==> config.mk <==
export PLATFORM = sky130hd
export DESIGN_NAME = xbar_alloc
export DESIGN_NICKNAME = d
export VERILOG_FILES = /design/src/rtl/xbar_alloc_pkg.sv /design/src/rtl/xbar_alloc_rr.sv /design/src/rtl/xbar_alloc_queue.sv /design/src/rtl/xbar_alloc_ctrl.sv /design/src/rtl/xbar_alloc.sv
export SDC_FILE = /design/constraint.sdc
export NUM_CORES = 2
export LEC_CHECK = 0
export BUFFER_PORTS_ARGS = -buffer_cell sky130_fd_sc_hd__buf_2
export CORE_MARGIN = 3
export CORE_UTILIZATION = 45
export DETAILED_ROUTE_END_ITERATION = 16
export SLEW_MARGIN = 20
export SYNTH_ARGS = -nofsm -noshare
export SYNTH_HDL_FRONTEND = slang
export SYNTH_HIERARCHICAL = 1
export SYNTH_SLANG_ARGS = --single-unit
==> constraint.sdc <==
create_clock -name clk -period 22.5 [get_ports clk]
set_input_delay 6.75 -clock clk [delete_from_list [all_inputs] [get_ports clk]]
set_output_delay 6.75 -clock clk [all_outputs]
set_load 0.01 [all_outputs]
==> src/rtl/xbar_alloc_pkg.sv <==
package xbar_alloc_pkg;

  localparam int NUM_IN  = 8;
  localparam int NUM_OUT = 7;
  localparam int QDEPTH  = 4;
  localparam int LEN_W   = 4;
  localparam int AGE_W   = 6;

  localparam int IN_W   = $clog2(NUM_IN);
  localparam int OUT_W  = $clog2(NUM_OUT);
  localparam int SLOT_W = $clog2(QDEPTH);

  // One offer from an input arbiter, registered at the end of stage one.
  typedef struct packed {
    logic              valid;
    logic              net;
    logic [OUT_W-1:0]  dest;
    logic [SLOT_W-1:0] slot;
    logic [LEN_W-1:0]  len;
  } nom_t;

  // Strobes from the output side back to the queues.
  typedef struct packed {
    logic [NUM_IN-1:0]             drop;
    logic [NUM_IN-1:0]             retire;
    logic [NUM_IN-1:0][SLOT_W-1:0] dropSlot;
    logic [NUM_IN-1:0][SLOT_W-1:0] retireSlot;
  } strobe_t;

endpackage

==> src/rtl/xbar_alloc_rr.sv <==
module xbar_alloc_rr #(
  parameter int N = 8,
  parameter int W = $clog2(N)
) (
  input  logic [N-1:0] req,
  input  logic [W-1:0] ptr,
  output logic         any,
  output logic [W-1:0] idx
);

  // Search starts at ptr and wraps around; the first requester wins.
  always_comb begin
    any = 1'b0;
    idx = '0;
    for (int k = 0; k < N; k++) begin
      int p;
      p = int'(ptr) + k;
      if (p >= N) p = p - N;
      if (req[p] && !any) begin
        any = 1'b1;
        idx = W'(p);
      end
    end
  end

endmodule

==> src/rtl/xbar_alloc_queue.sv <==
module xbar_alloc_queue
  import xbar_alloc_pkg::*;
(
  input  logic                          clk,
  input  logic                          rst,
  input  logic [NUM_IN-1:0]             enqValid,
  input  logic [NUM_IN-1:0]             enqNet,
  input  logic [NUM_IN-1:0][OUT_W-1:0]  enqDest,
  input  logic [NUM_IN-1:0][LEN_W-1:0]  enqLen,
  input  logic [NUM_OUT-1:0]            outFree,
  input  strobe_t                       strb,
  output nom_t [NUM_IN-1:0]             nomQ,
  output logic [NUM_IN-1:0]             queueFull
);

  for (genvar gi = 0; gi < NUM_IN; gi++) begin : gIn
    logic [QDEPTH-1:0]             slotValid;
    logic [QDEPTH-1:0]             slotInFlight;
    logic [QDEPTH-1:0][AGE_W-1:0]  slotAge;
    logic [QDEPTH-1:0]             slotNet;
    logic [QDEPTH-1:0][OUT_W-1:0]  slotDest;
    logic [QDEPTH-1:0][LEN_W-1:0]  slotLen;

    logic              freeFound;
    logic [SLOT_W-1:0] freeIdx;
    logic              pickFound;
    logic [SLOT_W-1:0] pickIdx;
    logic [AGE_W-1:0]  bestAge;
    logic              accept;
    nom_t              nomReg;

    // Stage one: pick the oldest eligible packet; the strict compare keeps
    // the lower slot on equal ages.
    always_comb begin
      freeFound = 1'b0;
      freeIdx   = '0;
      pickFound = 1'b0;
      pickIdx   = '0;
      bestAge   = '0;
      for (int s = 0; s < QDEPTH; s++) begin
        if (!slotValid[s] && !freeFound) begin
          freeFound = 1'b1;
          freeIdx   = SLOT_W'(s);
        end
        if (slotValid[s] && !slotInFlight[s] && outFree[slotDest[s]]) begin
          if (!pickFound || slotAge[s] > bestAge) begin
            pickFound = 1'b1;
            pickIdx   = SLOT_W'(s);
            bestAge   = slotAge[s];
          end
        end
      end
      accept = enqValid[gi] && freeFound && (enqDest[gi] < OUT_W'(NUM_OUT));
    end

    always_ff @(posedge clk) begin
      if (rst) begin
        slotValid    <= '0;
        slotInFlight <= '0;
        slotAge      <= '0;
        slotNet      <= '0;
        slotDest     <= '0;
        slotLen      <= '0;
        nomReg       <= '0;
      end else begin
        for (int s = 0; s < QDEPTH; s++) begin
          if (slotValid[s] && slotAge[s] != '1) slotAge[s] <= slotAge[s] + 1'b1;
        end
        if (accept) begin
          slotValid[freeIdx]    <= 1'b1;
          slotInFlight[freeIdx] <= 1'b0;
          slotAge[freeIdx]      <= '0;
          slotNet[freeIdx]      <= enqNet[gi];
          slotDest[freeIdx]     <= enqDest[gi];
          slotLen[freeIdx]      <= enqLen[gi];
        end
        nomReg.valid <= pickFound;
        nomReg.net   <= slotNet[pickIdx];
        nomReg.dest  <= slotDest[pickIdx];
        nomReg.slot  <= pickIdx;
        nomReg.len   <= slotLen[pickIdx];
        if (pickFound) slotInFlight[pickIdx] <= 1'b1;
        if (strb.drop[gi]) slotInFlight[strb.dropSlot[gi]] <= 1'b0;
        if (strb.retire[gi]) begin
          slotValid[strb.retireSlot[gi]]    <= 1'b0;
          slotInFlight[strb.retireSlot[gi]] <= 1'b0;
        end
      end
    end

    assign nomQ[gi]      = nomReg;
    assign queueFull[gi] = &slotValid;
  end

endmodule

==> src/rtl/xbar_alloc_ctrl.sv <==
module xbar_alloc_ctrl
  import xbar_alloc_pkg::*;
(
  input  logic                          clk,
  input  logic                          rst,
  input  nom_t [NUM_IN-1:0]             nomQ,
  output strobe_t                       strb,
  output logic [NUM_OUT-1:0]            outFree,
  output logic [NUM_OUT-1:0]            grantValid,
  output logic [NUM_OUT-1:0][IN_W-1:0]  grantInput,
  output logic [NUM_OUT-1:0]            outBusy
);

  logic [NUM_OUT-1:0]             winAny;
  logic [NUM_OUT-1:0][IN_W-1:0]   winIdx;
  logic [NUM_OUT-1:0]             selValid;
  logic [NUM_OUT-1:0][IN_W-1:0]   selInp;
  logic [NUM_OUT-1:0][SLOT_W-1:0] selSlotV;

  for (genvar go = 0; go < NUM_OUT; go++) begin : gOut
    logic [NUM_IN-1:0] req;
    logic [NUM_IN-1:0] netReq;
    logic [NUM_IN-1:0] cand;
    logic              avail;
    logic [IN_W-1:0]   ptr;
    logic              pickAny;
    logic [IN_W-1:0]   pick;
    logic              selV;
    logic [IN_W-1:0]   selIn;
    logic [SLOT_W-1:0] selSlot;
    logic [LEN_W-1:0]  selLen;
    logic [LEN_W-1:0]  busyCnt;
    logic              gV;
    logic [IN_W-1:0]   gIn;

    // Stage two: network class first, round-robin inside the class.
    always_comb begin
      for (int i = 0; i < NUM_IN; i++) begin
        req[i]    = nomQ[i].valid && (nomQ[i].dest == OUT_W'(go));
        netReq[i] = req[i] && nomQ[i].net;
      end
      avail = (busyCnt == '0) && !selV;
      cand  = avail ? ((|netReq) ? netReq : req) : '0;
    end

    xbar_alloc_rr #(.N(NUM_IN), .W(IN_W)) uPick (
      .req (cand),
      .ptr (ptr),
      .any (pickAny),
      .idx (pick)
    );

    always_ff @(posedge clk) begin
      if (rst) begin
        ptr     <= '0;
        selV    <= 1'b0;
        selIn   <= '0;
        selSlot <= '0;
        selLen  <= '0;
        busyCnt <= '0;
        gV      <= 1'b0;
        gIn     <= '0;
      end else begin
        selV    <= pickAny;
        selIn   <= pick;
        selSlot <= nomQ[pick].slot;
        selLen  <= nomQ[pick].len;
        if (pickAny) ptr <= (pick == IN_W'(NUM_IN - 1)) ? '0 : pick + 1'b1;
        // Stage three: deliver the grant and start the busy window.
        gV  <= selV;
        gIn <= selIn;
        if (selV) busyCnt <= (selLen == '0) ? LEN_W'(1) : selLen;
        else if (busyCnt != '0) busyCnt <= busyCnt - 1'b1;
      end
    end

    assign winAny[go]     = pickAny;
    assign winIdx[go]     = pick;
    assign selValid[go]   = selV;
    assign selInp[go]     = selIn;
    assign selSlotV[go]   = selSlot;
    assign grantValid[go] = gV;
    assign grantInput[go] = gIn;
    assign outBusy[go]    = (busyCnt != '0);
    assign outFree[go]    = (busyCnt == '0);
  end

  // Losers of stage two are released; stage-three winners are retired.
  always_comb begin
    strb = '0;
    for (int i = 0; i < NUM_IN; i++) begin
      strb.drop[i]     = nomQ[i].valid;
      strb.dropSlot[i] = nomQ[i].slot;
    end
    for (int o = 0; o < NUM_OUT; o++) begin
      if (winAny[o]) strb.drop[winIdx[o]] = 1'b0;
      if (selValid[o]) begin
        strb.retire[selInp[o]]     = 1'b1;
        strb.retireSlot[selInp[o]] = selSlotV[o];
      end
    end
  end

endmodule

==> src/rtl/xbar_alloc.sv <==
module xbar_alloc
  import xbar_alloc_pkg::*;
(
  input  logic                      clk,
  input  logic                      rst,
  input  logic [NUM_IN-1:0]         enqValid,
  input  logic [NUM_IN-1:0]         enqNet,
  input  logic [NUM_IN*OUT_W-1:0]   enqDest,
  input  logic [NUM_IN*LEN_W-1:0]   enqLen,
  output logic [NUM_IN-1:0]         queueFull,
  output logic [NUM_OUT-1:0]        grantValid,
  output logic [NUM_OUT*IN_W-1:0]   grantInput,
  output logic [NUM_OUT-1:0]        outBusy
);

  logic [NUM_IN-1:0][OUT_W-1:0]  destArr;
  logic [NUM_IN-1:0][LEN_W-1:0]  lenArr;
  logic [NUM_OUT-1:0][IN_W-1:0]  grantArr;
  logic [NUM_OUT-1:0]            outFree;
  nom_t [NUM_IN-1:0]             nomQ;
  strobe_t                       strb;

  assign destArr    = enqDest;
  assign lenArr     = enqLen;
  assign grantInput = grantArr;

  xbar_alloc_queue uQueue (
    .clk       (clk),
    .rst       (rst),
    .enqValid  (enqValid),
    .enqNet    (enqNet),
    .enqDest   (destArr),
    .enqLen    (lenArr),
    .outFree   (outFree),
    .strb      (strb),
    .nomQ      (nomQ),
    .queueFull (queueFull)
  );

  xbar_alloc_ctrl uCtrl (
    .clk        (clk),
    .rst        (rst),
    .nomQ       (nomQ),
    .strb       (strb),
    .outFree    (outFree),
    .grantValid (grantValid),
    .grantInput (grantArr),
    .outBusy    (outBusy)
  );

endmodule

==> flow_summary.html <==
<table>
<tr><th>Metric</th><th>Value</th></tr>
<tr><th colspan="2">Yosys</th></tr>
<tr><td>Synth Cell Area</td><td>0.04919 sq mm</td></tr>
<tr><td>Average cell area after synthesis</td><td>8.502 sq um</td></tr>
<tr><td>Leading cell types by total area after synthesis</td><td>sky130_fd_sc_hd__dfxtp_1 (30%), sky130_fd_sc_hd__mux4_2 (8.5%), sky130_fd_sc_hd__nand2_1 (6.3%), sky130_fd_sc_hd__ha_1 (5.4%), sky130_fd_sc_hd__a21oi_1 (5.1%)</td></tr>
<tr><td>Top cells by instance count after synthesis</td><td>sky130_fd_sc_hd__nand2_1 (827), sky130_fd_sc_hd__dfxtp_1 (747), sky130_fd_sc_hd__nor2_1 (522)</td></tr>
<tr><td>Commonest register cell after synthesis</td><td>sky130_fd_sc_hd__dfxtp_1</td></tr>
<tr><td>Post-Syn Nets</td><td>6,071</td></tr>
<tr><td>Synth cell types</td><td>125</td></tr>
<tr><td>Post-synth EDFFs</td><td>0</td></tr>
<tr><td>Post-Synthesis Cells</td><td>5,786</td></tr>
<tr><td>Fraction of synthesized cell area taken by the top area cell type</td><td>0.3040</td></tr>
<tr><td>Most used standard cell by instance count after synthesis</td><td>sky130_fd_sc_hd__nand2_1</td></tr>
<tr><td>Share of the yosys chip area belonging to registers</td><td>0.3040</td></tr>
<tr><td>Flip-flop and latch count after synthesis</td><td>747</td></tr>
<tr><td>FFs w/ async S/R, synth</td><td>0</td></tr>
<tr><td>Cell type with the largest total area after synthesis</td><td>sky130_fd_sc_hd__dfxtp_1</td></tr>
<tr><td>Yosys warnings</td><td>6</td></tr>
<tr><th colspan="2">Min path</th></tr>
<tr><td>Type of the most critical hold path</td><td>flip-flop to flip-flop</td></tr>
<tr><th colspan="2">STA</th></tr>
<tr><td>Worst setup slack after layout</td><td>13.10 ns</td></tr>
<tr><td>Final setup violating endpoints</td><td>0</td></tr>
<tr><td>Worst-case headroom to the max-slew limit</td><td>0.1304</td></tr>
<tr><td>Period minus WS final</td><td>9.402 ns</td></tr>
<tr><td>Worst setup skew after layout</td><td>0.02658 ns</td></tr>
<tr><td>Number of endpoints with negative hold slack in the final report</td><td>0</td></tr>
<tr><td>Worst slew pin tran</td><td>1.292 ns</td></tr>
<tr><td>Setup repair after global routing missed its margin</td><td>false</td></tr>
<tr><td>Final cycle utilization of the critical path</td><td>0.4179</td></tr>
<tr><td>Tightest hold margin</td><td>0.4514 ns</td></tr>
<tr><td>Timing-limited maximum frequency</td><td>0.1064 GHz</td></tr>
<tr><td>Max-slew violation total from the final report</td><td>0</td></tr>
<tr><td>Post-route setup TNS</td><td>0 ns</td></tr>
<tr><th colspan="2">Routing</th></tr>
<tr><td>Post-route DRC violation count</td><td>0</td></tr>
<tr><td>Initial detailed-routing violation count</td><td>4,476</td></tr>
<tr><td>Routed vias/inst</td><td>6.117</td></tr>
<tr><td>Count of vias placed by the detailed router</td><td>44,020</td></tr>
<tr><td>Antenna viol nets, final</td><td>0</td></tr>
<tr><td>Routed wire length</td><td>156,500 microns</td></tr>
<tr><td>WL per Instance</td><td>21.75 microns</td></tr>
<tr><td>Drt pass-1 iters</td><td>8</td></tr>
<tr><th colspan="2">Placed design</th></tr>
<tr><td>Post-DP Area</td><td>0.05057 sq mm</td></tr>
<tr><td># placed instances</td><td>7,046</td></tr>
<tr><td>DP Wirelength</td><td>113,800 microns</td></tr>
<tr><td>Routability Congestion</td><td>0.9717</td></tr>
<tr><td>Port-buffer cells</td><td>116</td></tr>
<tr><td>Pre-CTS worst setup slack</td><td>12.42 ns</td></tr>
<tr><th colspan="2">Power and ir drop</th></tr>
<tr><td>Combinational group share of total power</td><td>0.277</td></tr>
<tr><td>Static leakage power</td><td>19.20 nW</td></tr>
<tr><td>Post-layout power</td><td>4.061 mW</td></tr>
<tr><td>Total net switching power</td><td>1.410 mW</td></tr>
<tr><td>Worst IR drop on VDD</td><td>0.05179 mV</td></tr>
<tr><td>Internal cell power</td><td>2.651 mW</td></tr>
<tr><td>Portion of total power attributed to sequential cells</td><td>0.368</td></tr>
<tr><td>Switch share</td><td>0.3471</td></tr>
<tr><td>Power per Cell Area</td><td>75.91 mW/mm^2</td></tr>
<tr><td>Clock network power share</td><td>0.356</td></tr>
<tr><th colspan="2">Die</th></tr>
<tr><td>Area enclosed by the die boundary</td><td>0.1133 sq mm</td></tr>
<tr><td>I/O pin total</td><td>117</td></tr>
<tr><td>Row count</td><td>120</td></tr>
<tr><td>Die outline width</td><td>336.6 microns</td></tr>
<tr><td>Starting density of the core</td><td>0.4563</td></tr>
<tr><td>Core Box Area</td><td>0.1078 sq mm</td></tr>
<tr><td>Chip height</td><td>336.6 microns</td></tr>
<tr><th colspan="2">Clock network</th></tr>
<tr><td>Post-cts hold buffer count</td><td>0</td></tr>
<tr><td>Master cell of the clock root buffer</td><td>sky130_fd_sc_hd__clkbuf_16</td></tr>
<tr><td>H-tree depth</td><td>3</td></tr>
<tr><td>Total of cells resized after clock tree synthesis</td><td>0</td></tr>
<tr><td>Largest buffer count on any clock path</td><td>3</td></tr>
<tr><td>TritonCTS clock tree</td><td>done</td></tr>
<tr><td>Post CTS Setup Buffer Count</td><td>0</td></tr>
<tr><td>Clock latency on the worst-skew pair</td><td>0.68 ns</td></tr>
<tr><td>CTS clk-pin slew, worst paths</td><td>0.06 ns</td></tr>
<tr><td>Number of sinks handled by clock tree synthesis</td><td>747</td></tr>
<tr><td>Cts bufs inserted</td><td>87</td></tr>
<tr><th colspan="2">GRT</th></tr>
<tr><td>Via count of the first global-routing pass</td><td>40,690</td></tr>
<tr><td>GR Util met3</td><td>0.05190</td></tr>
<tr><td>Met1 Use GR</td><td>0.3831</td></tr>
<tr><td>Number of antenna violations at the first check in global routing</td><td>8</td></tr>
<tr><td>Pin count of the biggest net entering global routing</td><td>147</td></tr>
<tr><td>Total global routing overflow</td><td>0</td></tr>
<tr><td>Layer with the highest usage</td><td>met2</td></tr>
<tr><td>Global-route wire length before repair</td><td>241,600 microns</td></tr>
<tr><td>Met2 Track Usage GR</td><td>0.4035</td></tr>
<tr><td>Total GRT Usage</td><td>0.2675</td></tr>
<tr><th colspan="2">Critical path</th></tr>
<tr><td>Cell with the biggest individual delay on the critical path</td><td>sky130_fd_sc_hd__buf_4</td></tr>
<tr><td>CP Data Arrival Time</td><td>9.95 ns</td></tr>
<tr><td>Crit end category</td><td>flip-flop</td></tr>
<tr><td>Library cell appearing most often on the critical path</td><td>sky130_fd_sc_hd__buf_4</td></tr>
<tr><td>Cell family contributing the most delay on the critical path</td><td>buffers and inverters</td></tr>
<tr><td>Worst path required time</td><td>23.04 ns</td></tr>
<tr><td>Largest fanout on the critical path</td><td>136</td></tr>
<tr><td>Delay of the slowest cell on the worst path</td><td>0.76 ns</td></tr>
<tr><td>Combined buffer and inverter count along the critical path</td><td>4</td></tr>
<tr><td>Cell-by-cell trace of the critical path</td><td>buf_8 &gt; buf_4 &gt; buf_4 &gt; buf_4 &gt; nand2b_1 &gt; nor2_1</td></tr>
<tr><td>Critical Path Start Type</td><td>input pin</td></tr>
<tr><td>Worst setup path category</td><td>input pin to flip-flop</td></tr>
<tr><th colspan="2">Finish</th></tr>
<tr><td>Ratio of cells with drive above 1 in the final layout</td><td>0.1347</td></tr>
<tr><td>Area taken by flip-flops and latches</td><td>0.01495 sq mm</td></tr>
<tr><td>Total area of multi-input combinational cells</td><td>0.03187 sq mm</td></tr>
<tr><td>Area overhead of the layout relative to synthesis</td><td>8.737%</td></tr>
<tr><td>Total non-filler cell area in the finished layout</td><td>0.05349 sq mm</td></tr>
<tr><td>Number of filler instances in the final layout</td><td>10,350</td></tr>
<tr><td># nets final</td><td>6,017</td></tr>
<tr><td>Final cell count without fillers</td><td>7,197</td></tr>
<tr><td>Utilization after layout</td><td>0.4962</td></tr>
<tr><th colspan="2">Status</th></tr>
<tr><td>Result of the run</td><td>finished clean</td></tr>
<tr><th colspan="2">Job</th></tr>
<tr><td>Number of violations of the max-capacitance limit</td><td>0</td></tr>
</table>
==> per-layer routing <==
| metal | part of all wire | wire [microns] | up-vias |
|---|---|---|---|
| li1 | - | - | 20840 |
| met2 | 0.43 | 67100 | 1803 |
| met5 | 0.000077 | 12 | - |
| met1 | 0.45 | 71090 | 21110 |
| met4 | 0.035 | 5450 | 2 |
| met3 | 0.082 | 12880 | 269 |
==> state kept, by name, indices dropped and copies added, names as in the netlist, 14 cells and up <==
register                 count
uCtrl/gOut.selIn            21
uQueue/gIn.slotNet          32
uQueue/gIn.slotAge         192
uQueue/gIn.slotInFlight     32
uCtrl/gOut.gIn              21
uCtrl/gOut.selLen           28
uCtrl/gOut.ptr              21
uCtrl/gOut.busyCnt          28
uQueue/gIn.slotDest         96
uCtrl/gOut.selSlot          14
uQueue/gIn.slotValid        32
uQueue/nomQ                 88
uQueue/gIn.slotLen         128
==> logic make-up (layout without fill, tap and decap cells) <==
kind of cell             count (synthesis)  count (layout)  share of synthesized area
AO/OA/AOI/OAI                         1303            1303                     0.1802
XOR/XNOR                               175             175                    0.03116
adder cells (fa/ha/maj)                211             211                    0.05366
buffers and inverters                  577             580                    0.05115
flip-flops                             747             747                     0.3040
multiplexers                           483             483                     0.1495
other                                    0               5                          0
AND/OR/NAND/NOR                       2290            2290                     0.2303
==> worst paths after layout <==
| check | cells after the start | slack [ns] | endpoint | startpoint |
|---|---|---|---|---|
| worst min register to register | 2 | 0.45 | uQueue/gIn[7].slotNet[3]$_SDFFE_PP0P_ | uQueue/gIn[7].slotNet[3]$_SDFFE_PP0P_ |
| worst min-delay path | 2 | 0.45 | uQueue/gIn[7].slotNet[3]$_SDFFE_PP0P_ | uQueue/gIn[7].slotNet[3]$_SDFFE_PP0P_ |
| worst max register to register | 32 | 13.30 | uQueue/nomQ[44]$_SDFF_PP0_ | uCtrl/gOut[2].busyCnt[0]$_SDFFE_PP0N_ |
| worst max-delay path | 6 | 13.10 | uQueue/gIn[0].slotAge[20]$_SDFF_PP0_ | rst |
==> final cells by class <==
class                           instances  area share
Antenna cell                            5   0.0002339
Timing Repair Buffer                  176     0.01969
Clock inverter                         34    0.008865
Multi-Input combinational cell       4462      0.5958
Sequential cell                       747      0.2796
Inverter                              258     0.01810
Clock buffer                          112     0.04491
Tap cell                             1403     0.03282
==> layout by cell type (no fill, tap or decap), types with 22 or more instances in the layout <==
master	n
sky130_fd_sc_hd__ha_1	211
sky130_fd_sc_hd__and3_1	22
sky130_fd_sc_hd__nor2b_1	133
sky130_fd_sc_hd__o21a_1	53
sky130_fd_sc_hd__inv_1	249
sky130_fd_sc_hd__mux2i_1	192
sky130_fd_sc_hd__nor3b_1	27
sky130_fd_sc_hd__a31oi_1	80
sky130_fd_sc_hd__a21o_1	87
sky130_fd_sc_hd__o32ai_1	23
sky130_fd_sc_hd__a2111oi_2	22
sky130_fd_sc_hd__buf_2	115
sky130_fd_sc_hd__nor3_1	130
sky130_fd_sc_hd__mux2_2	82
sky130_fd_sc_hd__o22ai_1	41
sky130_fd_sc_hd__a221oi_1	23
sky130_fd_sc_hd__and2_1	22
sky130_fd_sc_hd__nand4_1	104
sky130_fd_sc_hd__xor2_1	65
sky130_fd_sc_hd__o2111a_1	26
sky130_fd_sc_hd__nand2_1	827
sky130_fd_sc_hd__a22oi_1	72
sky130_fd_sc_hd__nand3b_1	55
sky130_fd_sc_hd__buf_4	59
sky130_fd_sc_hd__nor4_1	32
sky130_fd_sc_hd__xnor2_1	110
sky130_fd_sc_hd__a21oi_1	499
sky130_fd_sc_hd__o21ai_0	100
sky130_fd_sc_hd__nand2b_1	95
sky130_fd_sc_hd__mux4_2	185
sky130_fd_sc_hd__o211ai_1	48
sky130_fd_sc_hd__clkbuf_16	88
sky130_fd_sc_hd__or3_1	31
sky130_fd_sc_hd__o21ai_1	29
sky130_fd_sc_hd__dfxtp_1	747
sky130_fd_sc_hd__nand3_1	129
sky130_fd_sc_hd__nor2_1	521
==> worst register-to-register path: cells and delay by family, from the launching register on <==
family | cells | cell delay, ns
fa+ha+maj | 4 | 1.13
simple gates | 8 | 1.81
mux | 2 | 0.70
buf+inv | 3 | 0.92
flops | 1 | 0.34
compound gates | 15 | 4.18
==> power by group through the flow <==
stage / registers [mW] / logic [mW] / clock network, mW
finish: 1.49 / 1.12 / 1.44
CTS: 1.49 / 1.10 / 1.48
detailed placement: 1.52 / 1.10 / 0
global route: 1.50 / 1.20 / 1.53
global placement: 1.52 / 1.09 / 0
floorplan: 1.47 / 0.804 / 0
Note: power is estimated with default switching activity, not from simulation.
